`config.mk`:
```
export PLATFORM = sky130hd
export DESIGN_NAME = sar_conv_seq
export DESIGN_NICKNAME = d
export VERILOG_FILES = /design/src/rtl/sar_pkg.sv /design/src/rtl/sar_ctrl.sv /design/src/rtl/sar_datapath.sv /design/src/rtl/sar_conv_seq.sv
export SDC_FILE = /design/constraint.sdc
export NUM_CORES = 1
export LEC_CHECK = 0
export ABC_AREA = 1
export BUFFER_PORTS_ARGS = -buffer_cell sky130_fd_sc_hd__buf_2
export CAP_MARGIN = 20
export CELL_PAD_IN_SITES_DETAIL_PLACEMENT = 2
export CELL_PAD_IN_SITES_GLOBAL_PLACEMENT = 2
export CORE_MARGIN = 2
export CORE_UTILIZATION = 32
export CTS_CLUSTER_DIAMETER = 120
export DETAILED_ROUTE_END_ITERATION = 10
export HOLD_SLACK_MARGIN = 0.02
export PLACE_DENSITY = 0.77
export SLEW_MARGIN = 0
export SYNTH_ARGS = -nofsm -noshare
export SYNTH_HDL_FRONTEND = slang
export SYNTH_SLANG_ARGS = --single-unit
```
`constraint.sdc`:
```
create_clock -name clk -period 1.72 [get_ports clk]
set_input_delay 0.086 -clock clk [delete_from_list [all_inputs] [get_ports clk]]
set_output_delay 0.086 -clock clk [all_outputs]
set_load 0.05 [all_outputs]
```
`src/rtl/sar_pkg.sv`:
```
package sar_pkg;

  typedef enum logic [2:0] {
    PH_IDLE   = 3'd0,
    PH_SAMPLE = 3'd1,
    PH_SETTLE = 3'd2,
    PH_TRY    = 3'd3,
    PH_JUDGE  = 3'd4
  } phase_t;

  // strobes from sequencing control to the code datapath
  typedef struct packed {
    logic wipe;      // abort: clear trial and validity
    logic loadMsb;   // begin trials with the top bit
    logic judge;     // take compare bit for current trial
    logic lastBit;   // current trial is bit 0
    logic readClr;   // stored code consumed
  } seq_strobe_t;

endpackage

```
`src/rtl/sar_ctrl.sv`:
```
module sar_ctrl
  import sar_pkg::*;
#(
  parameter int RES_BITS   = 8,
  parameter int HOLD_CYC   = 3,
  parameter int SETTLE_CYC = 10
) (
  input  logic                        clk,
  input  logic                        rst_n,
  input  logic                        startReq,
  input  logic                        abortReq,
  input  logic                        readAck,
  output seq_strobe_t                 stb,
  output logic [$clog2(RES_BITS)-1:0] bitIdx,
  output logic                        sampling,
  output logic                        busy,
  output logic                        doneStrobe
);

  localparam int IDX_W    = $clog2(RES_BITS);
  localparam int CNT_MAX  = (HOLD_CYC > SETTLE_CYC) ? HOLD_CYC : SETTLE_CYC;
  localparam int CNT_W    = $clog2(CNT_MAX + 1);
  localparam int CONV_CYC = SETTLE_CYC + 2 * RES_BITS;
  localparam int CHK_W    = $clog2(CONV_CYC + 2);

  phase_t            phase;
  logic [CNT_W-1:0]  waitCnt;
  logic [IDX_W-1:0]  curBit;

  always_comb begin
    stb.wipe    = abortReq;
    stb.loadMsb = !abortReq && (phase == PH_SETTLE) && (waitCnt == '0);
    stb.judge   = !abortReq && (phase == PH_JUDGE);
    stb.lastBit = (curBit == '0);
    stb.readClr = readAck;
  end

  always_ff @(posedge clk or negedge rst_n) begin
    if (!rst_n) begin
      phase      <= PH_IDLE;
      waitCnt    <= '0;
      curBit     <= '0;
      doneStrobe <= 1'b0;
    end else begin
      doneStrobe <= 1'b0;
      if (abortReq) begin
        phase   <= PH_IDLE;
        waitCnt <= '0;
        curBit  <= '0;
      end else begin
        unique case (phase)
          PH_IDLE: begin
            if (startReq) begin
              phase   <= PH_SAMPLE;
              waitCnt <= CNT_W'(HOLD_CYC - 1);
            end
          end
          PH_SAMPLE: begin
            if (waitCnt == '0) begin
              phase   <= PH_SETTLE;
              waitCnt <= CNT_W'(SETTLE_CYC - 1);
            end else begin
              waitCnt <= waitCnt - 1'b1;
            end
          end
          PH_SETTLE: begin
            if (waitCnt == '0) begin
              phase  <= PH_TRY;
              curBit <= IDX_W'(RES_BITS - 1);
            end else begin
              waitCnt <= waitCnt - 1'b1;
            end
          end
          PH_TRY: phase <= PH_JUDGE;
          PH_JUDGE: begin
            if (curBit == '0) begin
              phase      <= PH_IDLE;
              doneStrobe <= 1'b1;
            end else begin
              phase  <= PH_TRY;
              curBit <= curBit - 1'b1;
            end
          end
          default: phase <= PH_IDLE;
        endcase
      end
    end
  end

  assign bitIdx   = curBit;
  assign sampling = (phase == PH_SAMPLE);
  assign busy     = (phase != PH_IDLE);

  // checker counter: clocks spent in hold since sampling ended
  logic [CHK_W-1:0] holdSeen;
  always_ff @(posedge clk or negedge rst_n) begin
    if (!rst_n) holdSeen <= '0;
    else if (phase == PH_SETTLE || phase == PH_TRY || phase == PH_JUDGE)
      holdSeen <= holdSeen + 1'b1;
    else holdSeen <= '0;
  end

  assert_sample_in_busy_R2: assert property (@(posedge clk) disable iff (!rst_n)
    sampling |-> busy);

  assert_abort_empties_R9: assert property (@(posedge clk) disable iff (!rst_n)
    abortReq |=> (!busy && !sampling));

  assert_no_restart_R8: assert property (@(posedge clk) disable iff (!rst_n)
    (busy && !sampling && startReq && !abortReq) |=> !sampling);

  assert_conv_length_R5: assert property (@(posedge clk) disable iff (!rst_n)
    (phase == PH_JUDGE && curBit == '0 && !abortReq) |-> (holdSeen == CHK_W'(CONV_CYC - 1)));

endmodule

```
`src/rtl/sar_datapath.sv`:
```
module sar_datapath
  import sar_pkg::*;
#(
  parameter int RES_BITS = 8
) (
  input  logic                        clk,
  input  logic                        rst_n,
  input  seq_strobe_t                 stb,
  input  logic [$clog2(RES_BITS)-1:0] bitIdx,
  input  logic                        cmpHigh,
  output logic [RES_BITS-1:0]         trialCode,
  output logic [RES_BITS-1:0]         result,
  output logic                        resultValid
);

  localparam logic [RES_BITS-1:0] TOP_BIT = {1'b1, {(RES_BITS-1){1'b0}}};

  logic [RES_BITS-1:0] trialReg;
  logic [RES_BITS-1:0] keptCode;
  logic [RES_BITS-1:0] nextBitMask;
  logic [RES_BITS-1:0] curMask;

  always_comb begin
    curMask     = '0;
    nextBitMask = '0;
    for (int i = 0; i < RES_BITS; i++) begin
      if (int'(bitIdx) == i) curMask[i] = 1'b1;
      if (int'(bitIdx) == i + 1) nextBitMask[i] = 1'b1;
    end
    keptCode = cmpHigh ? trialReg : (trialReg & ~curMask);
  end

  always_ff @(posedge clk or negedge rst_n) begin
    if (!rst_n) begin
      trialReg    <= '0;
      result      <= '0;
      resultValid <= 1'b0;
    end else if (stb.wipe) begin
      trialReg    <= '0;
      resultValid <= 1'b0;
    end else begin
      if (stb.readClr) resultValid <= 1'b0;
      if (stb.loadMsb) begin
        trialReg <= TOP_BIT;
      end else if (stb.judge) begin
        if (stb.lastBit) begin
          result      <= keptCode;
          resultValid <= 1'b1;
          trialReg    <= '0;
        end else begin
          trialReg <= keptCode | nextBitMask;
        end
      end
    end
  end

  assign trialCode = trialReg;

  assert_trial_rises_R4: assert property (@(posedge clk) disable iff (!rst_n)
    (stb.judge && !stb.wipe && !stb.lastBit && cmpHigh) |=> (trialCode > $past(trialCode)));

  assert_trial_falls_R4: assert property (@(posedge clk) disable iff (!rst_n)
    (stb.judge && !stb.wipe && !stb.lastBit && !cmpHigh) |=> (trialCode < $past(trialCode)));

  assert_wipe_clears_R9: assert property (@(posedge clk) disable iff (!rst_n)
    stb.wipe |=> (trialCode == '0 && !resultValid));

endmodule

```
`src/rtl/sar_conv_seq.sv`:
```
module sar_conv_seq
  import sar_pkg::*;
#(
  parameter int RES_BITS   = 8,
  parameter int CLK_KHZ    = 2097,
  parameter int SAMPLE_NS  = 1000,
  parameter int SETTLE_CYC = 10
) (
  input  logic                clk,
  input  logic                rst_n,
  input  logic                startReq,
  input  logic                abortReq,
  input  logic                readAck,
  input  logic                cmpHigh,
  output logic [RES_BITS-1:0] trialCode,
  output logic                sampling,
  output logic                busy,
  output logic                doneStrobe,
  output logic [RES_BITS-1:0] result,
  output logic                resultValid
);

  localparam int HOLD_RAW = (SAMPLE_NS * CLK_KHZ + 999999) / 1000000;
  localparam int HOLD_CYC = (HOLD_RAW < 1) ? 1 : HOLD_RAW;
  localparam int IDX_W    = $clog2(RES_BITS);

  seq_strobe_t      stb;
  logic [IDX_W-1:0] bitIdx;

  sar_ctrl #(
    .RES_BITS  (RES_BITS),
    .HOLD_CYC  (HOLD_CYC),
    .SETTLE_CYC(SETTLE_CYC)
  ) u_ctrl (
    .clk       (clk),
    .rst_n     (rst_n),
    .startReq  (startReq),
    .abortReq  (abortReq),
    .readAck   (readAck),
    .stb       (stb),
    .bitIdx    (bitIdx),
    .sampling  (sampling),
    .busy      (busy),
    .doneStrobe(doneStrobe)
  );

  sar_datapath #(
    .RES_BITS(RES_BITS)
  ) u_dp (
    .clk        (clk),
    .rst_n      (rst_n),
    .stb        (stb),
    .bitIdx     (bitIdx),
    .cmpHigh    (cmpHigh),
    .trialCode  (trialCode),
    .result     (result),
    .resultValid(resultValid)
  );

  assert_done_valid_R6: assert property (@(posedge clk) disable iff (!rst_n)
    doneStrobe |-> (resultValid && !busy));

  assert_done_single_R6: assert property (@(posedge clk) disable iff (!rst_n)
    doneStrobe |=> !doneStrobe);

  assert_hold_no_sample_R3: assert property (@(posedge clk) disable iff (!rst_n)
    sampling |-> (trialCode == '0));

endmodule

```
==> results of run 1 <==
==> metal layers <==
| layer | track usage [%] | up-vias |
|---|---|---|
| li1 | - | 746 |
| met1 | 26.41 | 772 |
| met2 | 33.04 | 23 |
| met3 | 1.587 | 5 |
| met4 | 4.678 | 0 |
| met5 | 0 | - |
==> placed cells by master (no fill, tap or decap), types with 2 or more instances in the layout <==
cell and count:
sky130_fd_sc_hd__nor2_1 11, sky130_fd_sc_hd__nand3_1 13, sky130_fd_sc_hd__nor2_2 3, sky130_fd_sc_hd__dlygate4sd3_1 2, sky130_fd_sc_hd__o21ai_2 7, sky130_fd_sc_hd__dfrtp_1 28, sky130_fd_sc_hd__clkbuf_8 4, sky130_fd_sc_hd__a21oi_1 3
sky130_fd_sc_hd__o21ai_0 11, sky130_fd_sc_hd__buf_4 11, sky130_fd_sc_hd__o21ai_1 6, sky130_fd_sc_hd__nand2_2 2, sky130_fd_sc_hd__inv_2 10, sky130_fd_sc_hd__ha_1 7, sky130_fd_sc_hd__nand3b_1 2, sky130_fd_sc_hd__nand2_1 84
sky130_fd_sc_hd__inv_1 14, sky130_fd_sc_hd__buf_2 25, sky130_fd_sc_hd__nor2_4 3, sky130_fd_sc_hd__nand3_2 2
==> state kept, by name, summed over array words and instances, names as in the netlist <==
name               count
u_dp.result            8
u_ctrl.phase           3
u_dp.trialCode         8
u_ctrl.waitCnt         4
u_ctrl.doneStrobe      1
u_ctrl.bitIdx          3
u_dp.resultValid       1
==> critical path: cells and delay by family (launching register included) <==
family	cells	cell delay [ns]
buf+inv	1	0.09
flops	1	0.48
simple gates	6	0.96
==> logic make-up after synthesis <==
| logic type | count (synthesis) |
|---|---|
| xor gates and xnor gates | 1 |
| adders and majority gates | 7 |
| and+or+nand+nor | 122 |
| AOI/OAI and AO/OA | 28 |
| buffers and inverters | 27 |
| DFF | 28 |
==> cell type report <==
| type | instances | area, um2 |
|---|---|---|
| Timing Repair Buffer | 38 | 227.7 |
| Sequential cell | 28 | 700.7 |
| Inverter | 24 | 90.09 |
| Clock buffer | 4 | 55.05 |
| Tap cell | 67 | 83.83 |
| Fill cell | 610 | 2846 |
| Multi-Input combinational cell | 158 | 813.3 |
==> through the flow <==
stage	cells	instance area, um2	hold slack [ns]	worst slack [ns]	util [%]
after floorplan	213	1630	-0.2096	0.2652	-
after global placement	310	1873	0.1556	0.1888	38.88
after detailed placement	310	1873	0.1578	0.08927	38.88
after CTS	316	1948	0.1638	0.08425	40.44
after global routing	319	1971	0.1879	-0.002386	40.91
final	319	1971	0.1695	0.1328	40.91
==> how the worst min path moves through the flow <==
stage,start,to
final,abortReq,u_ctrl.waitCnt[0]
after global routing,abortReq,u_ctrl.bitIdx[2]
after CTS,abortReq,u_ctrl.bitIdx[2]
after detailed placement,rst_n,u_ctrl.waitCnt[2]
after global placement,rst_n,u_ctrl.waitCnt[2]
after floorplan,rst_n,u_ctrl.bitIdx[0]
==> power by group <==
part	internal [uW]	switching [uW]
clock	206	222
sequential	742	132
combinational	388	783
==> what timing repair did <==
action                     4_1_cts  5_1_grt
hold endpoints to repair        29        0
gates resized for setup          0        1
setup endpoints to repair        0        7
setup buffers                    0        3
hold buffers                     2        0
==> impl_results.md, run 1 <==
* Number of design-rule violations left by the first detailed-router iteration at 86
* Antenna Violating Nets Remaining at 0
* Overall die height at 75.32 um
* Maximum clock skew at final layout at 0.003978 ns
* Dominant combinational cell family by area after synthesis: simple AND/OR/NAND/NOR gates
* TritonCTS Sinks at 28
* TritonCTS buffer count at 3
* Register bit total from synthesis at 28
* Req. time, crit path at 1.95 ns
* Delay of the slowest cell on the worst path at 0.48 ns
* Final Hold Viols at 0
* Worst rel slew slack at 55.02%
* Compound-Gate Fraction of Synth Area at 10.38%
* Startpoint of the most critical setup path: u_ctrl.phase[2]
* Start of the worst register-to-register path: u_ctrl.phase[2]
* DR WL met2 at 2.501 mm
* Count of standard-cell rows at 25
* Post-synthesis area per instance at 7.642 um2
* Pin slew with the least headroom to its limit at 0.6747 ns
* Buffer levels on the longest clock path at 2
* Routed wire length on met3 at 129 um
* Status: completed
* Detailed Route WL at 5.093 mm
* Critical path capture point: u_ctrl.bitIdx[2]
* Iteration count of the initial detailed-routing pass at 4
* Number of diodes added for antenna fixing at 0
* Post-synthesis cell area at 1628 um2
* Critical Path, Cell by Cell: nor2_2 > nand2_2 > inv_2 > nand3_2 > nand3_1 > nand2_1 > nand2_1
* Minimum period implied by the final worst setup slack at 1.587 ns
* Worst-case register-to-register setup slack at 0.13 ns
* Area delta synth->final at 21.06%
* Buffers added on ports at 25
* Maximum capacitance violations at 0
* Max Clk Rate at 630.0 MHz
* Gp weighted congestion at 0.8286
* Initial antenna violation count at 0
* Synth area leader: sky130_fd_sc_hd__dfrtp_1
* Total track usage at 19.25%
* Cell count after synthesis at 213
* CP Launch Type: flop
* Commonest cells in the netlist: sky130_fd_sc_hd__nand2_1, sky130_fd_sc_hd__dfrtp_1, sky130_fd_sc_hd__inv_1, sky130_fd_sc_hd__nand3_1, sky130_fd_sc_hd__nor2_1
* Initial Util at 33.79%
* Core area at 4817 um2
* Yosys warning count at 0
* Number of distinct library cell variants in the gate-level netlist after synthesis at 22
* Wire length on met1 at 2.407 mm
* Routed wire per std cell at 15.97 um
* Final Max Slew Viols at 0
* Fraction of the yosys area taken by sequential cells at 43.04%
* Post-synth EDFFs at 0
* Hold path depth at 4
* Total global routing overflow at 0
* Highest signal layer in the routed design: met4
* Maximum number of pins on one net before global-route repair at 29
* Number of global-route vias before repair at 1628
* Path type of the worst min-delay path: in -> reg
* Clock latency reported for the late side of the worst-skew pair at 0.28 ns
* Routed via count at 1546
* Simple-gate share of the synthesized area at 33.51%
* Chip Width at 75.32 um
* Global-route wire length before repair at 8.224 mm
* Clock Pin Slew Worst Setup and Hold Paths at 0.10 ns
* TritonCTS clock tree: yes
* Main area contributors after synthesis: sky130_fd_sc_hd__dfrtp_1, sky130_fd_sc_hd__nand2_1, sky130_fd_sc_hd__ha_1
* Fin nets at 266
* Post-layout total power at 2472 uW
* Most numerous cell on the critical path: sky130_fd_sc_hd__nand2_1
* Arrival time of data at the critical path endpoint at 1.81 ns
* Reg2Reg Capture Point: u_ctrl.bitIdx[2]
* Final period util at 92.28%
* Final-report setup violation count at 0
* Post-Synth XOR/XNOR Area at 0.5380%
* Remaining routing DRC violations at 0
* Area share of the largest cell type after synthesis at 43.04%
* Leakage at 0.001100 uW
* DP Wirelength at 3.916 mm
* Max Fanout on Critical Path at 6
* Post-synthesis mux area share at 0%
* Max H-tree Level at 1
* Critical path class: reg -> reg
* Die area at 5673 um2
* Post-synthesis adder-cell area fraction at 5.380%
* Dominant register cell in the synthesized netlist: sky130_fd_sc_hd__dfrtp_1
* Vias per Instance at 4.846
* Maximum vdd drop at 475.8 uV
* Nature of the critical path endpoint: flop
* Synthesized net count at 226
* Fin Setup TNS at 0 ns
* CP max stage cell: sky130_fd_sc_hd__dfrtp_1
* Fraction of synthesis flops using an asynchronous set or reset pin at 100.0%
* Share of layout cells above drive strength 1 at 26.98%
* Depth of the worst register-to-register path at 7
* Count leader, synth: sky130_fd_sc_hd__nand2_1
* I/O pins at 26
* Power density cells at 1255 nW/um2
* Buffer type at the clock tree root: sky130_fd_sc_hd__clkbuf_8
Power figures use the tool's default switching activity.
==> inputs of run 2 (changes only) <==
==> constraint.sdc (replaced) <==
create_clock -name clk -period 1.72 [get_ports clk]
set_input_delay 0.086 -clock clk [delete_from_list [all_inputs] [get_ports clk]]
set_output_delay 0.086 -clock clk [all_outputs]
set_load 0.1 [all_outputs]
==> run 2 against run 1 <==
Effect of this change: combinational power up 7%; via count down 2.5%; critical endpoint is now sampling; core utilization up 0.18 points; flip-flop and latch count unchanged; routed wire length down 5.9%.
==> impl_results.md, run 2 (synthesis results as in run 1) <==
* Status: completed
* Remaining routing DRC violations at 0 (unchanged)
* TritonCTS Sinks at 28 (unchanged)
* Minimum period implied by the final worst setup slack at 1.622 ns (+0.03479 ns)
* Critical path class: reg -> out
* Routed wire per std cell at 15.16 um (-5.1%)
* Final standard cell count with taps included and fillers excluded at 316 (-0.94%)
* Total track usage at 18.27% (-0.99 points)
* Core area at 4817 um2 (unchanged)
* Commonest non-fill, non-tap cell in the layout: sky130_fd_sc_hd__nand2_1
* Number of diodes added for antenna fixing at 0 (unchanged)
* Leakage at 0.001099 uW (-0.10%)
* Buffer levels on the longest clock path at 2 (unchanged)
* Setup repair after global routing missed its margin: false
* Detailed Route WL at 4.790 mm (-5.9%)
* Fin nets at 263 (-1.1%)
* Initial Util at 33.79% (unchanged)
* Antenna Violating Nets Remaining at 0 (unchanged)
* Share of layout cells above drive strength 1 at 27.71% (+0.73 points)
* Clock latency reported for the late side of the worst-skew pair at 0.28 ns (about the same)
* TritonCTS clock tree: yes
* Maximum vdd drop at 705.9 uV (+48%)
* Worst setup timing slack at the placement stage at 0.08292 ns (-0.006346 ns)
* Vias per Instance at 4.769 (-1.6%)
* Nature of the critical path endpoint: primary output
* Number of design-rule violations left by the first detailed-router iteration at 71 (-17%)
* Worst setup margin at 0.09803 ns (-0.03479 ns)
* Req. time, crit path at 1.63 ns (-0.32 ns)
* Chip Width at 75.32 um (unchanged)
* Power density cells at 1344 nW/um2 (+7.2%)
* Fin Setup TNS at 0 ns (unchanged)
* Pin slew with the least headroom to its limit at 0.6619 ns (-0.01287 ns)
* Max H-tree Level at 1 (unchanged)
* TritonCTS buffer count at 3 (unchanged)
* Overall die height at 75.32 um (unchanged)
* Cells after DPL at 308 (-0.65%)
* Max Fanout on Critical Path at 4 (-2)
* Total global routing overflow at 0 (unchanged)
* CP Launch Type: flop
* Maximum clock skew at final layout at 0.005654 ns (+0.001676 ns)
* Final Max Slew Viols at 0 (unchanged)
* Final Hold Viols at 0 (unchanged)
* Count of standard-cell rows at 25 (unchanged)
* Final-report setup violation count at 0 (unchanged)
* Buffers added on ports at 25 (unchanged)
* Final period util at 94.30% (+2.0 points)
* Number of fillers in the final layout at 594 (-2.6%)
* Post-layout total power at 2661 uW (+7.6%)
* Maximum capacitance violations at 0 (unchanged)
* Global-route wire length before repair at 7.866 mm (-4.4%)
* Initial antenna violation count at 0 (unchanged)
* Worst-case register-to-register setup slack at 0.14 ns (about the same)
* Arrival time of data at the critical path endpoint at 1.54 ns (-0.27 ns)
* Routed via count at 1507 (-2.5%)
* Depth of the worst register-to-register path at 10 (+3)
* DP Wirelength at 3.859 mm (-1.5%)
* Iteration count of the initial detailed-routing pass at 2 (-2)
* Buffer type at the clock tree root: sky130_fd_sc_hd__clkbuf_8
* Die area at 5673 um2 (unchanged)
* Path type of the worst min-delay path: in -> reg
* Number of global-route vias before repair at 1591 (-2.3%)
* Area delta synth->final at 21.60%
* I/O pins at 26 (unchanged)
* Clock Pin Slew Worst Setup and Hold Paths at 0.10 ns (about the same)
* Maximum number of pins on one net before global-route repair at 29 (unchanged)
* Gp weighted congestion at 0.7835 (-5.4%)
* Worst rel slew slack at 55.88% (+0.86 points)
* Highest-count cells in the layout ignoring fill and taps: sky130_fd_sc_hd__nand2_1, sky130_fd_sc_hd__dfrtp_1, sky130_fd_sc_hd__buf_2
* Max Clk Rate at 616.5 MHz (-2.1%)
* Hold path depth at 4 (unchanged)
==> run 2: what timing repair did <==
item | in CTS | in global routing
hold endpoints to repair | 29 | 0
buffers inserted | 0 | 2
hold buffers | 2 | 0
gates resized for setup | 0 | 5
setup endpoints to repair | 0 | 19
==> run 2: final timing paths <==
| check | from | to |
|---|---|---|
| worst max-delay path | u_ctrl.phase[2] | sampling |
| worst min-delay path | abortReq | u_ctrl.bitIdx[2] |
| worst max register to register | u_ctrl.bitIdx[0] | u_dp.result[3] |
| worst min register to register | u_dp.result[6] | u_dp.result[6] |
| max in group asynchronous | rst_n | u_dp.trialCode[1] |
| min in group asynchronous | rst_n | u_ctrl.waitCnt[2] |
==> run 2: power by group <==
group          internal, uW  switching, uW  total (uW)
Clock                   312            223         535
Sequential              742            134         876
Combinational           372            878        1250
Total                  1430           1240        2660
==> run 2: layout make-up <==
| class | count | area, um2 | share of cell area [%] |
|---|---|---|---|
| Tap cell | 67 | 83.83 | 4.235 |
| Clock buffer | 3 | 41.29 | 2.086 |
| Timing Repair Buffer | 35 | 205.2 | 10.37 |
| Multi-Input combinational cell | 158 | 828.3 | 41.85 |
| Sequential cell | 28 | 700.7 | 35.40 |
| Clock inverter | 1 | 30.03 | 1.517 |
| Inverter | 24 | 90.09 | 4.551 |
==> run 2: routing by layer <==
layer / vias to the layer above / GRT usage, % / share of wire [%]
met4: 0 / 4.678 / 0.94
met1: 744 / 24.67 / 49
met3: 4 / 1.720 / 2.6
li1: 741 / - / -
met5: - / 0 / 0
met2: 18 / 31.50 / 48
==> run 2: stage by stage <==
step | hold slack [ns] | utilization (%) | area (um2)
2_1_floorplan | -0.2096 | - | 1635
3_3_place_gp | 0.1636 | 38.68 | 1863
3_5_place_dp | 0.1659 | 38.68 | 1863
4_1_cts | 0.1598 | 40.57 | 1954
5_1_grt | 0.1818 | 41.09 | 1979
6_report | 0.1582 | 41.09 | 1979
==> run 2: critical path, cell delays in order (launching register included) <==
cell and delay (ns):
sky130_fd_sc_hd__dfrtp_1 0.46, sky130_fd_sc_hd__inv_2 0.10, sky130_fd_sc_hd__nand2_1 0.10, sky130_fd_sc_hd__nor2_4 0.15, sky130_fd_sc_hd__buf_2 0.45
==> inputs of run 3 (changes only) <==
--- a/config.mk
+++ b/config.mk
@@ -15,8 +15,9 @@
 export CTS_CLUSTER_DIAMETER = 120
 export DETAILED_ROUTE_END_ITERATION = 10
 export HOLD_SLACK_MARGIN = 0.02
-export PLACE_DENSITY = 0.77
+export PLACE_DENSITY = 0.78
 export SLEW_MARGIN = 0
 export SYNTH_ARGS = -nofsm -noshare
 export SYNTH_HDL_FRONTEND = slang
+export SYNTH_HIERARCHICAL = 1
 export SYNTH_SLANG_ARGS = --single-unit
==> run 3 against run 2 <==
Effect of this change: clock power is essentially flat; critical path depth grew 6; combinational power increased by 24%; critical endpoint is now u_dp/trialCode[7].
==> impl_results.md, run 3 <==
* Synthesized net count at 236 (+4.4%)
* Buffers added on ports at 25 (unchanged)
* Post-synthesis area per instance at 7.441 um2 (-2.6%)
* Depth of the worst register-to-register path at 10 (unchanged)
* Post-route standard cell area excluding fillers at 2031 um2 (+2.6%)
* DP Wirelength at 3.595 mm (-6.8%)
* Fin nets at 272 (+3.4%)
* Maximum vdd drop at 851.3 uV (+21%)
* Fraction of the yosys area taken by sequential cells at 41.67% (-1.4 points)
* Vias per Instance at 4.656 (-2.4%)
* Number of buffers and inverters on the critical path at 2 (unchanged)
* Core occupancy in the finished layout at 40.01% (-1.1 points)
* Power density cells at 1451 nW/um2 (+7.9%)
* Chip Width at 76.49 um (+1.6%)
* I/O pins at 26 (unchanged)
* Initial antenna violation count at 0 (unchanged)
* Maximum clock skew at final layout at 0.007098 ns (+0.001444 ns)
* Register cell area after layout at 700.7 um2 (unchanged)
* Synth area leader: sky130_fd_sc_hd__dfrtp_1
* Maximum capacitance violations at 0 (unchanged)
* Area share of the largest cell type after synthesis at 41.67% (-1.4 points)
* Core area at 5075 um2 (+5.4%)
* Number of fillers in the final layout at 634 (+6.7%)
* Compound-Gate Fraction of Synth Area at 5.283% (-5.1 points)
* Total global routing overflow at 0 (unchanged)
* Remaining routing DRC violations at 0 (unchanged)
* Worst hold-check slack at 0.04713 ns (-0.1110 ns)
* Most congested layer reported by global routing: met2
* Post-synth EDFFs at 0 (unchanged)
* Most numerous cell on the critical path: sky130_fd_sc_hd__nor2_4
* Met2 track demand over resource at 26.46% (-5.0 points)
* Overall die height at 76.49 um (+1.6%)
* Clock latency reported for the late side of the worst-skew pair at 0.28 ns (about the same)
* Post-layout total power at 2947 uW (+11%)
* Post-synthesis mux area share at 0% (unchanged)
* Simple-gate share of the synthesized area at 41.29% (+7.8 points)
* Pin slew with the least headroom to its limit at 0.6477 ns (-0.01417 ns)
* Worst rel slew slack at 56.82% (+0.94 points)
* Grt met1 use at 24.53% (-0.14 points)
* Area delta synth->final at 20.76%
* Total track usage at 16.75% (-1.5 points)
* Initial Util at 33.14% (-0.66 points)
* Leakage at 0.001108 uW (+0.88%)
* Number of distinct library cell variants in the gate-level netlist after synthesis at 22 (unchanged)
* Final Max Slew Viols at 0 (unchanged)
* Highest-count cells in the layout ignoring fill and taps: sky130_fd_sc_hd__nand2_1, sky130_fd_sc_hd__dfrtp_1, sky130_fd_sc_hd__buf_2
* Area post-placement at 1918 um2 (+3.0%)
* Share of layout cells above drive strength 1 at 27.20% (-0.51 points)
* Arrival time of data at the critical path endpoint at 1.82 ns (+0.28 ns)
* TritonCTS clock tree: yes
* Yosys warning count at 6 (+6)
* Post-Synth XOR/XNOR Area at 0.5208% (-0.017 points)
* Largest delay share family, worst path: simple AND/OR/NAND/NOR gates
* Worst setup timing slack at the placement stage at 0.01514 ns (-0.06779 ns)
* Worst setup margin at 0.07948 ns (-0.01855 ns)
* Nature of the critical path endpoint: flop
* Number of gates on the worst path with buffers counted at 10 (+6)
* CP max stage cell: sky130_fd_sc_hd__dfrtp_1
* Critical path class: reg -> reg
* Post-synthesis adder-cell area fraction at 2.976% (-2.4 points)
* Antenna Violating Nets Remaining at 0 (unchanged)
* Combined area of the multi-input logic cells at 870.8 um2 (+5.1%)
* Max Fanout on Critical Path at 5 (+1)
* Clock Pin Slew Worst Setup and Hold Paths at 0.10 ns (about the same)
* Register bit total from synthesis at 28 (unchanged)
* Routed via count at 1541 (+2.3%)
* Cell count after synthesis at 226 (+6.1%)
* Max Clk Rate at 609.6 MHz (-1.1%)
* Critical Path, Cell by Cell: inv_1 > ha_1 > nand3_1 > nor2_4 > nor2_4 > inv_2 > nor2_4 > nor2_1 > nand2_1 > nand2_1
* Number of diodes added for antenna fixing at 0 (unchanged)
* Global routing met3 resource utilization at 2.014% (+0.29 points)
* Buffer type at the clock tree root: sky130_fd_sc_hd__clkbuf_8
* Dominant register cell in the synthesized netlist: sky130_fd_sc_hd__dfrtp_1
* Max H-tree Level at 1 (unchanged)
* Minimum period implied by the final worst setup slack at 1.641 ns (+0.01855 ns)
* Final Hold Viols at 0 (unchanged)
* Die area at 5851 um2 (+3.1%)
* Maximum number of pins on one net before global-route repair at 29 (unchanged)
* Post-synthesis cell area at 1682 um2 (+3.3%)
* CP Launch Type: flop
* Status: completed
* Fraction of synthesis flops using an asynchronous set or reset pin at 100.0% (unchanged)
* Main area contributors after synthesis: sky130_fd_sc_hd__dfrtp_1, sky130_fd_sc_hd__nand2_1, sky130_fd_sc_hd__nand3_1
* Commonest cells in the netlist: sky130_fd_sc_hd__nand2_1, sky130_fd_sc_hd__dfrtp_1, sky130_fd_sc_hd__nand3_1, sky130_fd_sc_hd__inv_1, sky130_fd_sc_hd__nor2_1
* Commonest non-fill, non-tap cell in the layout: sky130_fd_sc_hd__nand2_1
* Iteration count of the initial detailed-routing pass at 4 (+2)
* Final period util at 95.38% (+1.1 points)
* Count leader, synth: sky130_fd_sc_hd__nand2_1
* Delay of the slowest cell on the worst path at 0.39 ns (-0.07 ns)
* Buffer levels on the longest clock path at 2 (unchanged)
* Dominant combinational cell family by area after synthesis: simple AND/OR/NAND/NOR gates
* Hold path depth at 4 (unchanged)
* Gp weighted congestion at 0.7732 (-1.3%)
* Number of design-rule violations left by the first detailed-router iteration at 37 (-48%)
* Path type of the worst min-delay path: in -> reg
* Global-route wire length before repair at 7.935 mm (+0.88%)
* TritonCTS Sinks at 28 (unchanged)
* Routed wire per std cell at 14.58 um (-3.8%)
* Count of standard-cell rows at 26 (+4.0%)
* TritonCTS buffer count at 3 (unchanged)
* Number of global-route vias before repair at 1556 (-2.2%)
* Req. time, crit path at 1.90 ns (+0.27 ns)
* Detailed Route WL at 4.825 mm (+0.73%)
* Final-report setup violation count at 0 (unchanged)
run 3: cell count changes after synthesis, sizes merged, moves of 3 or more:
cell   previous run  this run
nor2             18        22
nand3            15        24
nand4             1         4
o21ai            24        13
nand2            86        93
ha                7         4
run 3: worst paths after layout:
| path | startpoint | slack, ns | endpoint |
|---|---|---|---|
| setup / recovery | u_ctrl/waitCnt[0] | 0.08 | u_dp/trialCode[7] |
| hold / removal | readAck | 0.05 | u_dp/resultValid |
| setup reg to reg | u_ctrl/waitCnt[0] | 0.08 | u_dp/trialCode[7] |
| hold reg to reg | u_dp/resultValid | 0.50 | u_dp/resultValid |
| max in group asynchronous | rst_n | 0.94 | u_ctrl/waitCnt[2] |
| min in group asynchronous | rst_n | 0.36 | u_dp/result[4] |
run 3: per-stage QoR:
| step | cells | TNS [ns] |
|---|---|---|
| floorplan | 226 | 0 |
| global placement | 324 | 0 |
| detailed placement | 324 | 0 |
| CTS | 329 | -0.04499 |
| global route | 331 | -0.005415 |
| finish | 331 | 0 |
run 3: layout make-up:
class                           instances  area share [%]
Inverter                               26           4.806
Multi-Input combinational cell        168           42.88
Tap cell                               70           4.313
Sequential cell                        28           34.50
Timing Repair Buffer                   35           9.981
Clock inverter                          1           1.479
Clock buffer                            3           2.033
run 3: routing by layer:
| metal | up-vias | share of wire, % |
|---|---|---|
| li1 | 782 | - |
| met1 | 741 | 51 |
| met2 | 16 | 46 |
| met3 | 2 | 1.7 |
| met4 | 0 | 0.62 |
| met5 | - | 0 |
run 3: what timing repair did:
item,CTS,global route
hold buffers,1,0
pin swaps,0,1
gates cloned,0,1
buffers inserted,0,1
hold endpoints to repair,28,0
gates resized for setup,0,5
endpoints found under the setup margin,2,20
run 3: power breakdown:
part / internal (uW) / switching (uW) / leakage (uW)
Sequential: 754 / 111 / 0.000381
Clock: 312 / 224 / 0.0000357
Combinational: 461 / 1090 / 0.000692
Total: 1530 / 1420 / 0.00111
run 3: tightest hold or removal path, stage by stage:
cell and delay, ns:
sky130_fd_sc_hd__buf_2 0.08, sky130_fd_sc_hd__nor2_1 0.03, sky130_fd_sc_hd__nand2_1 0.05, sky130_fd_sc_hd__nand2_1 0.05
run 3: logic make-up (layout without fill, tap and decap cells):
family                     count (synthesis)  count (layout)
AOI/OAI and AO/OA                         15              15
xor gates and xnor gates                   1               1
adders and majority gates                  4               4
buffers and inverters                     31              65
DFF                                       28              28
and+or+nand+nor                          147             148
